**config.mk**
```make
export PLATFORM = sky130hd
export DESIGN_NAME = irq_router
export DESIGN_NICKNAME = d
export VERILOG_FILES = /design/src/rtl/irq_router_pkg.sv /design/src/rtl/irq_rte_table.sv /design/src/rtl/irq_arbiter.sv /design/src/rtl/irq_router.sv
export SDC_FILE = /design/constraint.sdc
export NUM_CORES = 2
export LEC_CHECK = 0
export ABC_AREA = 1
export BUFFER_PORTS_ARGS = -buffer_cell sky130_fd_sc_hd__buf_2
export CAP_MARGIN = 20
export CORE_ASPECT_RATIO = 1.1
export CORE_MARGIN = 4
export CORE_UTILIZATION = 26
export CTS_CLUSTER_DIAMETER = 50
export DETAILED_ROUTE_END_ITERATION = 16
export PLACE_DENSITY = 0.51
export RECOVER_POWER = 25
export SLEW_MARGIN = 10
export SYNTH_ARGS = -nofsm -noshare
export SYNTH_HDL_FRONTEND = slang
export SYNTH_SLANG_ARGS = --single-unit
```
**constraint.sdc**
```tcl
create_clock -name clk_i -period 3.77 [get_ports clk_i]
set_input_delay 0.754 -clock clk_i [delete_from_list [all_inputs] [get_ports clk_i]]
set_output_delay 0.754 -clock clk_i [all_outputs]
set_load 0.01 [all_outputs]
```
**src/rtl/irq_router_pkg.sv**
```systemverilog
package irq_router_pkg;
  localparam logic [7:0] OFS_INDEX  = 8'h00;
  localparam logic [7:0] OFS_WINDOW = 8'h10;
  localparam logic [7:0] OFS_EOI    = 8'h40;

  localparam logic [7:0] IDX_ID   = 8'h00;
  localparam logic [7:0] IDX_VER  = 8'h01;
  localparam logic [7:0] IDX_ARB  = 8'h02;
  localparam logic [7:0] IDX_BOOT = 8'h03;
  localparam logic [7:0] IDX_TBL  = 8'h10;

  localparam logic [7:0] VER_LEGACY = 8'h11;
  localparam logic [7:0] VER_DEOI   = 8'h20;

  localparam int RIRR_BIT = 14;
  localparam int TRIG_BIT = 15;
  localparam int MASK_BIT = 16;

  localparam logic [31:0] LO_RESET = 32'h0001_0000;
  localparam logic [31:0] LO_RO    = 32'h0000_4000;
endpackage

```
**src/rtl/irq_rte_table.sv**
```systemverilog
module irq_rte_table
  import irq_router_pkg::*;
#(
  parameter int NUM_PINS = 24,
  parameter int PIN_W    = $clog2(NUM_PINS)
) (
  input  logic                  clk_i,
  input  logic                  rst_ni,
  input  logic                  wr_lo_i,
  input  logic                  wr_hi_i,
  input  logic [PIN_W-1:0]      wr_sel_i,
  input  logic [31:0]           wdata_i,
  input  logic [PIN_W-1:0]      rd_sel_i,
  output logic [31:0]           rd_lo_o,
  output logic [31:0]           rd_hi_o,
  input  logic [NUM_PINS-1:0]   pin_i,
  input  logic                  eoi_i,
  input  logic [7:0]            eoi_vec_i,
  input  logic                  acc_i,
  input  logic [PIN_W-1:0]      acc_sel_i,
  output logic [NUM_PINS-1:0]   req_o,
  output logic [NUM_PINS*8-1:0] vec_flat_o
);
  logic [31:0]         lo_q [NUM_PINS];
  logic [31:0]         hi_q [NUM_PINS];
  logic [NUM_PINS-1:0] rirr_q, pend_q, pin_q;
  logic [NUM_PINS-1:0] trig, mask, rise;

  assign rise = pin_i & ~pin_q;

  for (genvar g = 0; g < NUM_PINS; g++) begin : g_ent
    assign trig[g] = lo_q[g][TRIG_BIT];
    assign mask[g] = lo_q[g][MASK_BIT];
    assign req_o[g] = ~mask[g] & (trig[g] ? (pin_i[g] & ~rirr_q[g]) : pend_q[g]);
    assign vec_flat_o[g*8 +: 8] = lo_q[g][7:0];
  end

  always_ff @(posedge clk_i or negedge rst_ni) begin
    if (!rst_ni) begin
      for (int i = 0; i < NUM_PINS; i++) begin
        lo_q[i] <= LO_RESET;
        hi_q[i] <= '0;
      end
      rirr_q <= '0;
      pend_q <= '0;
      pin_q  <= '0;
    end else begin
      pin_q <= pin_i;
      for (int i = 0; i < NUM_PINS; i++) begin
        if (wr_lo_i && wr_sel_i == PIN_W'(i)) lo_q[i] <= wdata_i & ~LO_RO;
        if (wr_hi_i && wr_sel_i == PIN_W'(i)) hi_q[i] <= wdata_i;
        // set wins over clear on both flags
        pend_q[i] <= rise[i] |
                     (pend_q[i] & ~(acc_i && acc_sel_i == PIN_W'(i) && !trig[i]));
        rirr_q[i] <= (acc_i && acc_sel_i == PIN_W'(i) && trig[i]) |
                     (rirr_q[i] & ~(eoi_i && trig[i] && lo_q[i][7:0] == eoi_vec_i));
      end
    end
  end

  always_comb begin
    rd_lo_o = lo_q[rd_sel_i];
    rd_lo_o[RIRR_BIT] = rirr_q[rd_sel_i];
    rd_hi_o = hi_q[rd_sel_i];
  end
endmodule

```
**src/rtl/irq_arbiter.sv**
```systemverilog
module irq_arbiter #(
  parameter int NUM_PINS = 24,
  parameter int PIN_W    = $clog2(NUM_PINS)
) (
  input  logic                  clk_i,
  input  logic                  rst_ni,
  input  logic [NUM_PINS-1:0]   req_i,
  input  logic [NUM_PINS*8-1:0] vec_flat_i,
  input  logic                  ready_i,
  output logic                  valid_o,
  output logic [7:0]            vector_o,
  output logic [PIN_W-1:0]      pin_o,
  output logic                  acc_o
);
  logic             found;
  logic [PIN_W-1:0] pick;

  always_comb begin
    found = 1'b0;
    pick  = '0;
    for (int i = NUM_PINS - 1; i >= 0; i--) begin
      if (req_i[i]) begin
        found = 1'b1;
        pick  = PIN_W'(i);
      end
    end
  end

  assign acc_o = valid_o & ready_i;

  always_ff @(posedge clk_i or negedge rst_ni) begin
    if (!rst_ni) begin
      valid_o  <= 1'b0;
      vector_o <= '0;
      pin_o    <= '0;
    end else if (!valid_o) begin
      // one idle cycle after acceptance lets table flags settle
      if (found) begin
        valid_o  <= 1'b1;
        pin_o    <= pick;
        vector_o <= vec_flat_i[int'(pick)*8 +: 8];
      end
    end else if (ready_i) begin
      valid_o <= 1'b0;
    end
  end
endmodule

```
**src/rtl/irq_router.sv**
```systemverilog
module irq_router
  import irq_router_pkg::*;
#(
  parameter int         NUM_PINS  = 24,
  parameter logic [3:0] ID_RESET  = 4'h0
) (
  input  logic                clk_i,
  input  logic                rst_ni,
  input  logic [7:0]          bus_addr_i,
  input  logic                bus_we_i,
  input  logic [31:0]         bus_wdata_i,
  output logic [31:0]         bus_rdata_o,
  input  logic [NUM_PINS-1:0] pin_i,
  input  logic                eoi_mode_i,
  output logic                msg_valid_o,
  output logic [7:0]          msg_vector_o,
  input  logic                msg_ready_i
);
  localparam int         PIN_W   = $clog2(NUM_PINS);
  localparam logic [7:0] TBL_END = 8'(16 + 2 * NUM_PINS);
  localparam logic [7:0] PIN_MAX = 8'(NUM_PINS - 1);

  logic [7:0]            idx_q;
  logic [3:0]            id_q;
  logic                  win_wr, tbl_hit, eoi_wr, acc;
  logic [7:0]            tbl_off;
  logic [PIN_W-1:0]      tbl_sel, msg_pin;
  logic [31:0]           rd_lo, rd_hi;
  logic [NUM_PINS-1:0]   req;
  logic [NUM_PINS*8-1:0] vec_flat;

  assign win_wr  = bus_we_i && bus_addr_i == OFS_WINDOW;
  assign tbl_hit = idx_q >= IDX_TBL && idx_q < TBL_END;
  assign tbl_off = idx_q - IDX_TBL;
  assign tbl_sel = PIN_W'(tbl_off >> 1);
  assign eoi_wr  = bus_we_i && bus_addr_i == OFS_EOI && eoi_mode_i;

  always_ff @(posedge clk_i or negedge rst_ni) begin
    if (!rst_ni) begin
      idx_q <= '0;
      id_q  <= ID_RESET;
    end else begin
      if (bus_we_i && bus_addr_i == OFS_INDEX) idx_q <= bus_wdata_i[7:0];
      if (win_wr && idx_q == IDX_ID) id_q <= bus_wdata_i[27:24];
    end
  end

  irq_rte_table #(.NUM_PINS(NUM_PINS), .PIN_W(PIN_W)) u_tbl (
    .clk_i      (clk_i),
    .rst_ni     (rst_ni),
    .wr_lo_i    (win_wr && tbl_hit && !idx_q[0]),
    .wr_hi_i    (win_wr && tbl_hit && idx_q[0]),
    .wr_sel_i   (tbl_sel),
    .wdata_i    (bus_wdata_i),
    .rd_sel_i   (tbl_sel),
    .rd_lo_o    (rd_lo),
    .rd_hi_o    (rd_hi),
    .pin_i      (pin_i),
    .eoi_i      (eoi_wr),
    .eoi_vec_i  (bus_wdata_i[7:0]),
    .acc_i      (acc),
    .acc_sel_i  (msg_pin),
    .req_o      (req),
    .vec_flat_o (vec_flat)
  );

  irq_arbiter #(.NUM_PINS(NUM_PINS), .PIN_W(PIN_W)) u_arb (
    .clk_i      (clk_i),
    .rst_ni     (rst_ni),
    .req_i      (req),
    .vec_flat_i (vec_flat),
    .ready_i    (msg_ready_i),
    .valid_o    (msg_valid_o),
    .vector_o   (msg_vector_o),
    .pin_o      (msg_pin),
    .acc_o      (acc)
  );

  always_comb begin
    bus_rdata_o = '0;
    if (bus_addr_i == OFS_INDEX) begin
      bus_rdata_o = {24'h0, idx_q};
    end else if (bus_addr_i == OFS_WINDOW) begin
      case (idx_q)
        IDX_ID, IDX_ARB: bus_rdata_o = {4'h0, id_q, 24'h0};
        IDX_VER:  bus_rdata_o = {8'h00, PIN_MAX, 8'h00, eoi_mode_i ? VER_DEOI : VER_LEGACY};
        IDX_BOOT: bus_rdata_o = 32'h1;
        default:  if (tbl_hit) bus_rdata_o = idx_q[0] ? rd_hi : rd_lo;
      endcase
    end
  end
endmodule

```
==> flow_metrics.py <==
metrics = {
    "outcome": {
        "status": "finished with violations",
        "violations": "max-capacitance violations, max-slew violations, negative setup slack",
    },
    "layout": {
        "final_util": 0.325,
        "drive_gt1_frac": 0.160,
        "syn2layout_area_growth_pct": 24.1,
        "fillCellCount": 28892,
        "fin_cells": 12362,
        "finalInstanceArea_um2": 90400,
        "final_nets": 8578,
    },
    "sta": {
        "setup_ws_ps": -649,
        "finalHoldViolCount": 0,
        "worstMarginPinSlew_ps": 2600,
        "setup_viol": 159,
        "maxSlewHeadroom": -0.733,
        "min_period_ps": 4420,
        "fin_skew_ps": 55.2,
        "fmax_mhz": 226,
        "rsz0062_at_grt": "yes",
        "slew_violations": 28,
        "post-route-period-util": 1.17,
    },
    "die": {
        "die-area_um2": 289000,
        "die_width_um": 513,
        "rows": 203,
        "initial_core_util": 0.262,
        "coreArea_um2": 278000,
        "ios": 110,
        "fp.dieH_um": 563,
    },
    "logic_synthesis": {
        "synth-main-ff-cell": "dfrtp_1",
        "synth_nets": 8438,
        "synthMuxAreaShare": 0,
        "synth_top_area_frac": 0.545,
        "synthTopCellsByArea": "dfrtp_1, o21ai_0, nand2_1",
        "synth_edf_count": 0,
        "synthArstFlopShare": 1.00,
        "avgSynthCellArea_um2": 8.70,
        "synthXorXnorAreaFrac": 0.00481,
        "synth_seq_cells": 1610,
        "synthAdderAreaFrac": 0.000344,
        "netlist_area_um2": 72800,
        "synth_top_family_by_area": "compound AO/OA/AOI/OAI gates",
        "synthesis.instances": 8367,
        "synthSimpleGateAreaFrac": 0.147,
        "ys_seq_area_frac": 0.554,
        "synth_cell_types": 49,
        "ys_warn_count": 0,
        "synth_compound_area_frac": 0.238,
        "synth_top_area_cell": "dfrtp_1",
    },
    "place": {
        "hpwl_mm": 187,
        "port-buffer-count": 109,
        "dp.cells": 11927,
        "place_area_um2": 80500,
        "place.gp.congestion": 0.922,
    },
    "routing": {
        "drtPass1Iterations": 6,
        "wl_per_cell_um": 24.4,
        "vias": 65894,
        "wl_mm": 302,
        "first_iter_violations": 8023,
        "route.detailed.drc": 0,
        "routed_via_density": 5.33,
        "antenna_left": 0,
    },
    "setup_path": {
        "start_kind": "flop",
        "r2r_setup_slack_ps": 230,
        "setup.worst_path.start": "idx_q[2]",
        "rr_endpoint": "u_arb.vector_o[6]",
        "crit_end": "bus_rdata_o[27]",
        "cp-end-kind": "output port",
        "worstPathArrival_ps": 3660,
        "crit_type": "flop to output port",
        "worstPathRequired_ps": 3020,
        "crit_fanout": 11,
        "timing.rr.start": "u_tbl.lo_q[79]",
        "rr_worst_depth": 32,
    },
    "power_and_ir_drop": {
        "powerDensity_nw_per_um2": 461,
        "peakVddDrop_mv": 0.519,
        "p_leak_uw": 0.0374,
    },
    "grt": {
        "grt-ovfl-total": 0,
        "grt_pass1_wl_mm": 443,
        "grt_max_degree": 152,
        "grt_use_total": 0.202,
        "antenna_found_initial": 15,
        "grt_pass1_vias": 64203,
    },
    "cts": {
        "cts.sinks": 1610,
        "cts-root-buf": "clkbuf_16",
        "h-tree-depth": 4,
        "cts.clk_slew.worst_paths_ps": 60,
        "numCtsBuffers": 189,
        "clock_latency_ps": 840,
        "tritoncts": "built",
        "ctsLongestPathBuffers": 3,
    },
    "hold_path": {
        "worstHoldPathType": "input port to flop",
    },
    "flow_run": {
        "cap_violations": 1,
    },
}
==> sequential cells by signal, indices dropped and copies added (netlist names) <==
name,flops
u_tbl.lo_q,552
u_tbl.pin_q,24
id_q,4
u_tbl.hi_q,768
u_tbl.rirr_q,24
u_arb.pin_o,5
u_arb.vector_o,8
idx_q,8
u_arb.valid_o,1
u_tbl.vec_flat_o,192
u_tbl.pend_q,24
==> through the flow <==
| step | hold slack, ps | setup WS, ps | power [uW] | TNS (ps) |
|---|---|---|---|---|
| 2_1_floorplan | 400 | 566 | 19700 | 0 |
| 3_3_place_gp | 413 | -506 | 21900 | -5380 |
| 3_5_place_dp | 417 | -412 | 21900 | -4140 |
| 4_1_cts | 2.92 | -742 | 41700 | -19370 |
| 5_1_grt | 33.3 | -754 | 43000 | -242870 |
| 6_report | 57.9 | -649 | 41600 | -23010 |
==> cell usage after synthesis (21+ instances only) <==
cell type     n
nor3_1       59
clkbuf_1    681
inv_1       300
buf_1        61
a22oi_1     641
o2111ai_1    21
nor4_1       45
xor2_1       38
nor2_1      152
a21oi_1     336
buf_2        23
o21ai_0    1695
a221oi_1     28
dfrtp_1    1586
a32o_1       21
nand4_1      29
nand3_1     309
nand2_1    2059
o22ai_1     105
dfstp_2      24
==> layout by cell type, fill, tap and decap left out, types with 18 or more instances in the layout <==
cell and count:
o22ai_1 93, inv_1 282, clkbuf_8 38, o2111ai_1 21
nand4_1 29, nor4_1 23, a22oi_2 52, inv_2 18
xor2_1 38, nor3_1 43, nand3_1 305, buf_12 112
clkinv_2 34, a21oi_2 72, nand2_2 55, buf_6 45
clkbuf_16 195, buf_4 405, a21oi_1 263, bufinv_16 20
a22oi_1 589, nor2_1 139, dfstp_2 24, clkbuf_1 53
nand2_1 2000, dfrtp_1 1582, buf_2 79, a32o_1 21
o21ai_0 1666
==> timing repair <==
action / 4_1_cts / 5_1_grt
hold buffers: 11 / 0
gates resized for setup: 319 / 163
cloned: 10 / 6
setup buffers: 35 / 22
pin swaps: 51 / 90
setup endpoints to repair: 32 / 39
endpoints found under the hold margin: 23 / 0
==> worst max-delay path, stage by stage (launching register included) <==
cell and delay, ps:
dfrtp_2 440, buf_6 150, nor2_4 160, buf_12 210
bufbuf_16 320, a22oi_1 90, a21oi_1 250, nor4_4 110
buf_4 140, nand2_1 70, o311ai_2 140, nand2_1 140
buf_4 110, a21oi_2 40, nor3_2 230, buf_2 200
==> cell families after synthesis <==
logic type      after synthesis
compound gates             2975
simple gates               2661
flops                      1610
buf+inv                    1079
xor+xnor                     40
fa+ha+maj                     2
==> power breakdown <==
group / internal (uW) / leakage, uW / switching, uW
sequential: 17400 / 0.0222 / 80.9
clock: 11500 / 0.00328 / 8030
combinational: 1350 / 0.0119 / 3320
==> layer usage <==
layer	vias up	wire [um]	global-route usage
met5	-	34	0
met3	504	20800	0.0321
met4	4	9020	0.0602
met1	33312	132000	0.279
met2	2801	140000	0.328
li1	29273	-	-
==> how the worst min path moves through the flow <==
stage                          startpoint  depth (start not counted)               end  slack (ps)
final                           pin_i[15]                          1   u_tbl.pin_q[15]          60
after global routing            pin_i[15]                          1   u_tbl.pin_q[15]          30
after CTS                       pin_i[15]                          1   u_tbl.pin_q[15]           3
after detailed placement  u_tbl.pin_q[18]                          1  u_tbl.pend_q[18]         420
after global placement    u_tbl.pin_q[23]                          1  u_tbl.pend_q[23]         410
after floorplan            u_tbl.pin_q[0]                          1   u_tbl.pend_q[0]         400
==> cell type report <==
cell class	instances	area, um2	share of cell area
clock inverters	97	1370	0.0152
clock buffers	253	5360	0.0593
inverters	308	1190	0.0132
repair buffers	720	7250	0.0802
well taps	3690	4620	0.0511
flip-flops and latches	1610	40300	0.446
multi-input cells	5678	30300	0.335
diodes	6	15.0	0.000166
(Power assumes the default switching activity.)
